**src/rtl/chrmap_pkg.sv**
```systemverilog
package chrmap_pkg;
  localparam int unsigned REG_IDX_W = 3;
  localparam int unsigned REG_COUNT = 1 << REG_IDX_W;
  localparam int unsigned BYTE_W    = 8;
  localparam int unsigned HALF_OFS_W = 12;

  typedef enum logic [1:0] {
    PG_8K = 2'b00,
    PG_4K = 2'b01,
    PG_2K = 2'b10,
    PG_1K = 2'b11
  } page_mode_e;

  localparam logic [HALF_OFS_W-1:0] MARK_TO_ZERO = 12'hFD8;
  localparam logic [HALF_OFS_W-1:0] MARK_TO_TWO  = 12'hFE8;
endpackage

```
**src/rtl/chrmap_regfile.sv**
```systemverilog
module chrmap_regfile
  import chrmap_pkg::*;
#(
  parameter int unsigned BANK_W = 16
) (
  input  logic                                 clk,
  input  logic                                 rst_n,
  input  logic                                 wr_en,
  input  logic [REG_IDX_W-1:0]                 wr_idx,
  input  logic                                 wr_hi,
  input  logic [BYTE_W-1:0]                    wr_data,
  output logic [REG_COUNT-1:0][BANK_W-1:0]     regs_o
);
  localparam int unsigned HI_W = BANK_W - BYTE_W;

  for (genvar g = 0; g < REG_COUNT; g++) begin : g_reg
    always_ff @(posedge clk) begin
      if (!rst_n) begin
        regs_o[g] <= '0;
      end else if (wr_en && (wr_idx == REG_IDX_W'(g))) begin
        if (wr_hi) regs_o[g][BANK_W-1:BYTE_W] <= wr_data[HI_W-1:0];
        else       regs_o[g][BYTE_W-1:0]      <= wr_data;
      end
    end
  end

  // low byte replaced, high byte kept
  a_r2_low_write: assert property (@(posedge clk) disable iff (!rst_n)
    (wr_en && !wr_hi) |=> regs_o[$past(wr_idx)][BYTE_W-1:0] == $past(wr_data));
  a_r2_high_kept: assert property (@(posedge clk) disable iff (!rst_n)
    (wr_en && !wr_hi) |=> regs_o[$past(wr_idx)][BANK_W-1:BYTE_W] ==
                          $past(regs_o[wr_idx][BANK_W-1:BYTE_W]));
  // high byte replaced, low byte kept
  a_r3_low_kept: assert property (@(posedge clk) disable iff (!rst_n)
    (wr_en && wr_hi) |=> regs_o[$past(wr_idx)][BYTE_W-1:0] ==
                         $past(regs_o[wr_idx][BYTE_W-1:0]));
endmodule

```
**src/rtl/chrmap_tile_latch.sv**
```systemverilog
module chrmap_tile_latch
  import chrmap_pkg::*;
#(
  parameter int unsigned ADDR_W = 13
) (
  input  logic              clk,
  input  logic              rst_n,
  input  logic              fetch,
  input  logic [ADDR_W-1:0] addr,
  output logic [1:0]        sel_two   // bit h set: latch of half h holds 2
);
  localparam int unsigned OFS_W = ADDR_W - 1;

  logic [OFS_W-1:0] ofs;
  logic             half;
  assign ofs  = addr[OFS_W-1:0];
  assign half = addr[ADDR_W-1];

  for (genvar h = 0; h < 2; h++) begin : g_half
    always_ff @(posedge clk) begin
      if (!rst_n) begin
        sel_two[h] <= 1'b0;
      end else if (fetch && (half == 1'(h))) begin
        if (ofs == OFS_W'(MARK_TO_ZERO))     sel_two[h] <= 1'b0;
        else if (ofs == OFS_W'(MARK_TO_TWO)) sel_two[h] <= 1'b1;
      end
    end
  end

  // marker fetches set the latch of their own half
  a_r9_mark_zero: assert property (@(posedge clk) disable iff (!rst_n)
    (fetch && ofs == OFS_W'(MARK_TO_ZERO)) |=> !sel_two[$past(half)]);
  a_r9_mark_two: assert property (@(posedge clk) disable iff (!rst_n)
    (fetch && ofs == OFS_W'(MARK_TO_TWO)) |=> sel_two[$past(half)]);
  a_r9_hold_idle: assert property (@(posedge clk) disable iff (!rst_n)
    !fetch |=> $stable(sel_two));
endmodule

```
**src/rtl/chrmap_bank_select.sv**
```systemverilog
module chrmap_bank_select
  import chrmap_pkg::*;
#(
  parameter int unsigned BANK_W = 16,
  parameter int unsigned ADDR_W = 13
) (
  input  logic [REG_COUNT-1:0][BANK_W-1:0] regs,
  input  page_mode_e                       mode,
  input  logic                             latch_mode,
  input  logic [1:0]                       sel_two,
  input  logic [BANK_W-1:0]                and_mask,
  input  logic [BANK_W-1:0]                or_base,
  input  logic [ADDR_W-1:0]                addr,
  output logic [BANK_W-1:0]                bank
);
  logic [REG_IDX_W-1:0] page;
  logic [REG_IDX_W-1:0] idx;
  logic [1:0]           shift;

  assign page = addr[ADDR_W-1 -: REG_IDX_W];

  always_comb begin
    unique case (mode)
      PG_8K: begin idx = '0;                                          shift = 2'd3; end
      PG_4K: begin idx = {page[2], latch_mode & sel_two[page[2]], 1'b0}; shift = 2'd2; end
      PG_2K: begin idx = {page[2:1], 1'b0};                           shift = 2'd1; end
      default: begin idx = page;                                      shift = 2'd0; end
    endcase
  end

  assign bank = (regs[idx] & (and_mask >> shift)) | (or_base >> shift);
endmodule

```
**src/rtl/chrmap_bank_unit.sv**
```systemverilog
module chrmap_bank_unit
  import chrmap_pkg::*;
#(
  parameter int unsigned BANK_W = 16,
  parameter int unsigned ADDR_W = 13
) (
  input  logic              clk,
  input  logic              rst_n,
  input  logic              reg_wr,
  input  logic [2:0]        reg_idx,
  input  logic              reg_hi,
  input  logic [7:0]        reg_data,
  input  logic [1:0]        page_mode,
  input  logic              latch_mode,
  input  logic              ram_protect,
  input  logic [BANK_W-1:0] outer_and,
  input  logic [BANK_W-1:0] outer_or,
  input  logic [ADDR_W-1:0] ppu_addr,
  input  logic              ppu_rd,
  input  logic              ppu_wr,
  output logic [BANK_W-1:0] bank_out,
  output logic              chr_ram_we
);
  logic [REG_COUNT-1:0][BANK_W-1:0] regs;
  logic [1:0]                       sel_two;

  chrmap_regfile #(.BANK_W(BANK_W)) u_regs (
    .clk(clk), .rst_n(rst_n), .wr_en(reg_wr), .wr_idx(reg_idx),
    .wr_hi(reg_hi), .wr_data(reg_data), .regs_o(regs)
  );

  chrmap_tile_latch #(.ADDR_W(ADDR_W)) u_latch (
    .clk(clk), .rst_n(rst_n), .fetch(ppu_rd), .addr(ppu_addr), .sel_two(sel_two)
  );

  chrmap_bank_select #(.BANK_W(BANK_W), .ADDR_W(ADDR_W)) u_sel (
    .regs(regs), .mode(page_mode_e'(page_mode)), .latch_mode(latch_mode),
    .sel_two(sel_two), .and_mask(outer_and), .or_base(outer_or),
    .addr(ppu_addr), .bank(bank_out)
  );

  assign chr_ram_we = ppu_wr & ~ram_protect;

  // protected RAM never sees a write enable
  a_r10_protect: assert property (@(posedge clk) disable iff (!rst_n)
    ram_protect |-> !chr_ram_we);
  // latch mode outside 4 KiB pages must not move the bank
  a_r8_latch_ignored: assert property (@(posedge clk) disable iff (!rst_n)
    (page_mode != 2'b01 && $stable(page_mode) && $stable(ppu_addr) && $stable(outer_and)
     && $stable(outer_or) && !$past(reg_wr) && $stable(latch_mode)) |-> $stable(bank_out));
endmodule

```
**config.mk**
```make
export PLATFORM = sky130hd
export DESIGN_NAME = chrmap_bank_unit
export DESIGN_NICKNAME = d
export VERILOG_FILES = /design/src/rtl/chrmap_pkg.sv /design/src/rtl/chrmap_regfile.sv /design/src/rtl/chrmap_tile_latch.sv /design/src/rtl/chrmap_bank_select.sv /design/src/rtl/chrmap_bank_unit.sv
export SDC_FILE = /design/constraint.sdc
export NUM_CORES = 1
export LEC_CHECK = 0
export BUFFER_PORTS_ARGS = -buffer_cell sky130_fd_sc_hd__buf_4
export CAP_MARGIN = 20
export CORE_ASPECT_RATIO = 0.5
export CORE_MARGIN = 1
export CORE_UTILIZATION = 55
export CTS_BUF_LIST = sky130_fd_sc_hd__clkbuf_8
export CTS_CLUSTER_DIAMETER = 40
export DETAILED_ROUTE_END_ITERATION = 8
export GPL_TIMING_DRIVEN = 0
export PLACE_DENSITY = 0.79
export SETUP_SLACK_MARGIN = 0.3
export SYNTH_ARGS = -nofsm -noshare
export SYNTH_HDL_FRONTEND = slang
export SYNTH_SLANG_ARGS = --single-unit
```
**constraint.sdc**
```tcl
create_clock -name clk -period 2.5 [get_ports clk]
set_input_delay 0.5 -clock clk [delete_from_list [all_inputs] [get_ports clk]]
set_output_delay 0.5 -clock clk [all_outputs]
set_load 0.03 [all_outputs]
```
== Yosys cells after proc, flatten, opt, wreduce, memory -nomap -nowiden ==
Cells that the tools add are included.
Word-level totals
  output and inout bits: 17
  register bits: 130
  input port bits: 66
Operators by class
  bitwise gates (word level): 7
  order comparisons: 2
  reductions and logical operators: 31
  equal/unequal tests: 11
  multiplexer cells: 8
  shift operators: 2
Operators with widths (number)
  binary-select mux 16 bit (select 3 bit): 1
  AND reduction 2 bit: 18
  >> shifter 16 x 2 -> 16 bit: 2
  == test 12 bit, second input constant: 2
  bitwise AND 16 bit: 1
  2-to-1 mux 16 bit: 1
  OR 16 bit: 1
  == test 3 bit, second input constant: 4
  logical AND 1 bit: 10
  one-hot mux 3 bit (3 select lines): 1
  == test 3 x 2 -> 1 bit, second input constant: 2
  one-hot mux 2 bit (3 select lines): 1
  less-than comparator 3 x 4 -> 1 bit, second input constant: 1
  2-to-1 mux 1 bit: 4
  == test 3 x 1 -> 1 bit, second input constant: 1
  logical NOT 3 bit: 1
  inverter 1 bit: 3
  bitwise AND 1 bit: 2
  == test 2 x 1 -> 1 bit, second input constant: 1
  == test 2 bit, second input constant: 1
  logical NOT 2 bit: 1
  less-than comparator 1 x 2 -> 1 bit, second input constant: 1
  nonzero test 2 bit: 1

== Logic depth before layout (Yosys ltp) ==
  depth after elaboration: 8
  gate-level depth with buffers: 8
  mapped depth without buffers: 5

== Cells and area by module ==
From an unflattened synthesis, not the netlist that was laid out.
Unflattened totals
  cell total of the unflattened synthesis: 752
  area, all modules: 6810.3 um2
Modules (own cells, without submodules)
  chrmap_regfile: seq. area each 2562.5 um2, area an instance 4618.2 um2, instances 1, cells an instance 445
  chrmap_bank_select: seq. area each 0.0 um2, area an instance 2042.0 um2, instances 1, cells an instance 291
  chrmap_tile_latch: seq. area each 40.0 um2, area an instance 136.4 um2, instances 1, cells an instance 15
  chrmap_bank_unit: seq. area each 0.0 um2, area an instance 13.8 um2, instances 1, cells an instance 1

== Worst setup path before layout ==
OpenSTA, ideal clock, no wires.
  path kind: in2out
  from: input ppu_addr[12]
  to: output bank_out[14]
  arrival time: 2139 ps
  buffers on the path: 3
  setup slack: -139 ps
  cell stages on the path: 8
  cells stage by stage: buf_4 > o21a_1 > buf_6 > buf_2 > nand2_1 > a31oi_1 > nand4_1 > a21boi_0
Between the ends
  word-level cells in the longest chain between the ends: 8
RTL lines
  from (decl): RTL line chrmap_bank_unit.sv:18  | input logic [ADDR_W-1:0] ppu_addr,
  2-to-1 mux 1 bit (not written as such) (2 in series): RTL line chrmap_bank_select.sv:25  | PG_4K: begin idx = {page[2], latch_mode & sel_two[page[2]], 1'b0}; shift = 2'd2; end
  bitwise AND 1 bit: RTL line chrmap_bank_select.sv:25
  one-hot mux 3 bit (3 select lines) (*): RTL line chrmap_bank_select.sv:23  | unique case (mode)
  binary-select mux 16 bit (select 3 bit) (*): RTL line chrmap_bank_select.sv:31  | assign bank = (regs[idx] & (and_mask >> shift)) | (or_base >> shift);
  2-to-1 mux 16 bit (not written as such) (*): RTL line chrmap_bank_select.sv:31
  bitwise AND 16 bit (*): RTL line chrmap_bank_select.sv:31
  OR 16 bit (*): RTL line chrmap_bank_select.sv:31
  to (decl): RTL line chrmap_bank_unit.sv:21  | output logic [BANK_W-1:0] bank_out,
Every way passes the cells marked *; elsewhere a longest branch is shown, timed or not. The select of a mux whose other input is x is not followed.

== Final worst setup path ==
  from: register u_latch.sel_two[1]
  to: output bank_out[11]
Between the ends
  word-level cells in the longest chain between the ends: 8
RTL lines
  from (decl): RTL line chrmap_tile_latch.sv:10  | output logic [1:0] sel_two
  from (signal, indexed assignment): RTL line chrmap_tile_latch.sv:22  | sel_two[h] <= 1'b0;
  from (signal, indexed assignment): RTL line chrmap_tile_latch.sv:24  | if (ofs == OFS_W'(MARK_TO_ZERO)) sel_two[h] <= 1'b0;
  from (signal, indexed assignment): RTL line chrmap_tile_latch.sv:25  | else if (ofs == OFS_W'(MARK_TO_TWO)) sel_two[h] <= 1'b1;
  2-to-1 mux 1 bit (not written as such) (2 in series): RTL line chrmap_bank_select.sv:25
  bitwise AND 1 bit: RTL line chrmap_bank_select.sv:25
  one-hot mux 3 bit (3 select lines): RTL line chrmap_bank_select.sv:23
  binary-select mux 16 bit (select 3 bit): RTL line chrmap_bank_select.sv:31
  2-to-1 mux 16 bit (not written as such): RTL line chrmap_bank_select.sv:31
  bitwise AND 16 bit: RTL line chrmap_bank_select.sv:31
  OR 16 bit: RTL line chrmap_bank_select.sv:31
No other way between the ends. The select of a mux whose other input is x is not followed.

==> summary.md <==
| Metric | Value |
|---|---|
| Status | complete, but fails checks |
| Failing checks | setup timing |
| Multi-input gate area | 4340 um2 |
| Vias in the first global route | 5061 |
| Hold WC Path Type | in2reg |
| Global-route wire length before repair | 30.1 mm |
| Vias post-DR | 5534 |
| Crit path time final | 2.87 ns |
| Initial core utilization | 0.575 |
| Setup Skew | 0 ns |
| I/O pin count | 83 |
| Core Area | 12000 um2 |
| Pre-CTS WS | -0.702 ns |
| Sequential share of the synthesized area | 0.377 |
| Final-report hold violation count | 0 |
| Tot Pwr | 4.60 mW |
| Area after DPL | 7770 um2 |
| Antenna violations before repair | 0 |
| P&R area growth vs syn | 24.8% |
| Tcrit/Tclk final | 1.15 |
| Layout Cell Area excl Fill | 8630 um2 |
| Max_slew headroom | 0.283 |
| Syn_nets | 690 |
| Largest family of logic cells by synthesized area | multiplexers |
| Via density | 6.09 |
| Non-Filler Instances | 909 |
| RSZ-0062 raised after global routing | yes |
| Gp weighted congestion | 0.953 |
| WP data required | 2.00 ns |
| Fin util | 0.718 |
| Final setup viols | 14 |
| Slew Limit Fails | 0 |
| Worst-margin pin slew | 1.07 ns |
| CP arrival | 2.37 ns |
| Combinational power share | 0.174 |
| Cts hold-fix bufs | 0 |
| Final worst slack | -0.370 ns |
| Clock power frac | 0.367 |
| # fillers | 849 |
| Synth Area in Simple Gates | 0.179 |
| Number of synthesized flops with an enable pin | 0 |
| Hold slack | 0.395 ns |
| Net switching share of the total power | 0.268 |
| Placed instance count | 867 |
| Antenna Cells | 0 |
| GRT Overall Usage | 0.320 |
| Syn Std Cell Area | 6910 um2 |
| Reg power frac | 0.459 |
| 1st-iter DRT viols | 492 |
| Register area | 2610 um2 |
| Router iterations before antenna repair | 5 |
| CTS Buf Count | 17 |
| Synth Area in Compound Gates | 0.0427 |
| Grt ovf | 0 |
| Worst VDD drop | 0.379 mV |
| Max FO, Critical Path | 4 |
| Most area-consuming cells after synthesis | dfxtp_1, mux2i_1, mux4_2 |
| Share of cells above drive strength 1 | 0.317 |
| Drt wl/cell | 23.0 um |
| Fmax | 0.348 GHz |
| Post-detail-place hpwl | 14.2 mm |
| Largest area contributor in the netlist | dfxtp_1 |
| Port Buffers | 78 |
| CP Capture Type | primary output |
| Synth warn | 0 |
| Fraction of registers with async set/reset | 0 |
| Drt drc | 0 |
| Die ar. | 13000 um2 |
| Psw | 1.23 mW |
| Rows | 28 |
| Post-synthesis cell count | 624 |
| Most instantiated library cell after synthesis | mux2i_1 |
| Number of library cell types mapped by synthesis | 40 |
| Yosys reg bits | 130 |
| Clock root buffer | clkbuf_8 |
| TritonCTS clock tree | yes |
| Commonest cells in the netlist | mux2i_1, nor2b_1, dfxtp_1 |
| Die height | 81.3 um |
| Xor and xnor fraction of the mapped netlist area | 0.00127 |
| Final setup TNS | -4.32 ns |
| Main synth FF type | dfxtp_1 |
| Reg clk slew, reported paths | 0.07 ns |
| Leak | 3.32 nW |
| Die width | 161 um |
| Skew-Pair Late Insertion Delay | 0.45 ns |
| Largest net degree at the start of global routing | 17 |
| Sink Count | 130 |
| CTS max path bufs | 2 |
| CTS H-tree lvls | 4 |
| Top cell type's share of synthesized area | 0.377 |
| Pwr Density | 533 nW/um2 |
| Nets | 798 |
| Worst R2R Setup Slack | 1.79 ns |
| Final ANT Viol Nets | 0 |
| Startpoint Class | register |
| Adder-cell area share of the yosys netlist | 0 |
| Mean Syn Cell Area | 11.1 um2 |
| Crit Path Class | reg2out |
| WL final | 20.9 mm |
| Max-Cap Viols | 0 |
| Mux contribution to synthesized area | 0.366 |
| P_int | 3.37 mW |
==> worst max-delay path, stage by stage (launching register included) <==
cell and delay [ns]:
dfxtp_2 0.35, mux2i_4 0.08, o31ai_4 0.17, buf_6 0.16, buf_4 0.19, mux4_2 0.39
a311o_2 0.42, buf_6 0.15
==> area by class of cell <==
class,instances,share of cell area
multi-input combinational,446,0.503
sequential,130,0.302
timing repair buffer,88,0.0902
buffer,47,0.0377
clock buffer,22,0.0351
tap,165,0.0239
clock inverter,9,0.00754
inverter,2,0.000870
==> layer usage <==
metal  GRT usage  up-vias  share of wire
met5           0        -              0
met4      0.0990        0          0.015
met3      0.0868       30           0.11
met2       0.470      283           0.43
met1       0.457     2752           0.45
li1            -     2469              -
==> kinds of logic after synthesis <==
logic type,after synthesis
AND/OR/NAND/NOR,212
XOR/XNOR,1
flip-flops,130
buffers and inverters,49
AO/OA/AOI/OAI,39
multiplexers,193
==> state kept, by name, summed over array words and instances, names as in the netlist <==
signal and count:
u_regs.regs_o 128, u_latch.sel_two 2
==> final timing paths <==
| path | start | endpoint | cells past startpoint |
|---|---|---|---|
| setup / recovery | u_latch.sel_two[1]$_SDFFE_PN0P_ | bank_out[11] | 7 |
| hold / removal | reg_data[1] | u_regs.regs_o[57]$_SDFFE_PN0P_ | 3 |
| setup reg to reg | u_latch.sel_two[0]$_SDFFE_PN0P_ | u_latch.sel_two[0]$_SDFFE_PN0P_ | 2 |
| hold reg to reg | u_regs.regs_o[51]$_SDFFE_PN0P_ | u_regs.regs_o[51]$_SDFFE_PN0P_ | 2 |
==> cells in the final DEF, fill, tap and decap left out, types with 3 or more instances in the layout <==
cell type | Yosys | layout
a31oi_4 | 0 | 7
clkbuf_8 | 0 | 22
nand2_2 | 0 | 10
buf_2 | 8 | 6
nor3_2 | 3 | 3
inv_1 | 2 | 6
buf_6 | 4 | 21
buf_12 | 0 | 8
a311o_2 | 0 | 3
mux4_2 | 42 | 46
nor2_2 | 6 | 6
mux2i_1 | 144 | 143
or3_1 | 3 | 3
buf_4 | 5 | 68
nand2b_1 | 6 | 6
dfxtp_1 | 130 | 128
a31oi_1 | 14 | 6
nand3_1 | 18 | 15
nand4_1 | 3 | 3
nor2b_1 | 131 | 131
nand2_1 | 29 | 17
clkinv_2 | 0 | 4
nor2_1 | 5 | 5
mux2_2 | 3 | 3
clkbuf_1 | 30 | 27
==> power by group through the flow <==
stage	Clock, mW	Combinational (mW)	Sequential, mW
2_1_floorplan	0	0.424	2.15
3_3_place_gp	0	0.681	2.16
3_5_place_dp	0	0.686	2.16
4_1_cts	1.68	0.743	2.11
5_1_grt	1.78	0.837	2.11
6_report	1.69	0.802	2.11
==> timing repair <==
action | 4_1_cts | 5_1_grt
setup buffers | 8 | 1
gates resized for setup | 49 | 33
pin swaps | 9 | 12
gates cloned | 1 | 1
setup endpoints to repair | 16 | 16
Note: power is estimated with default switching activity, not from simulation.
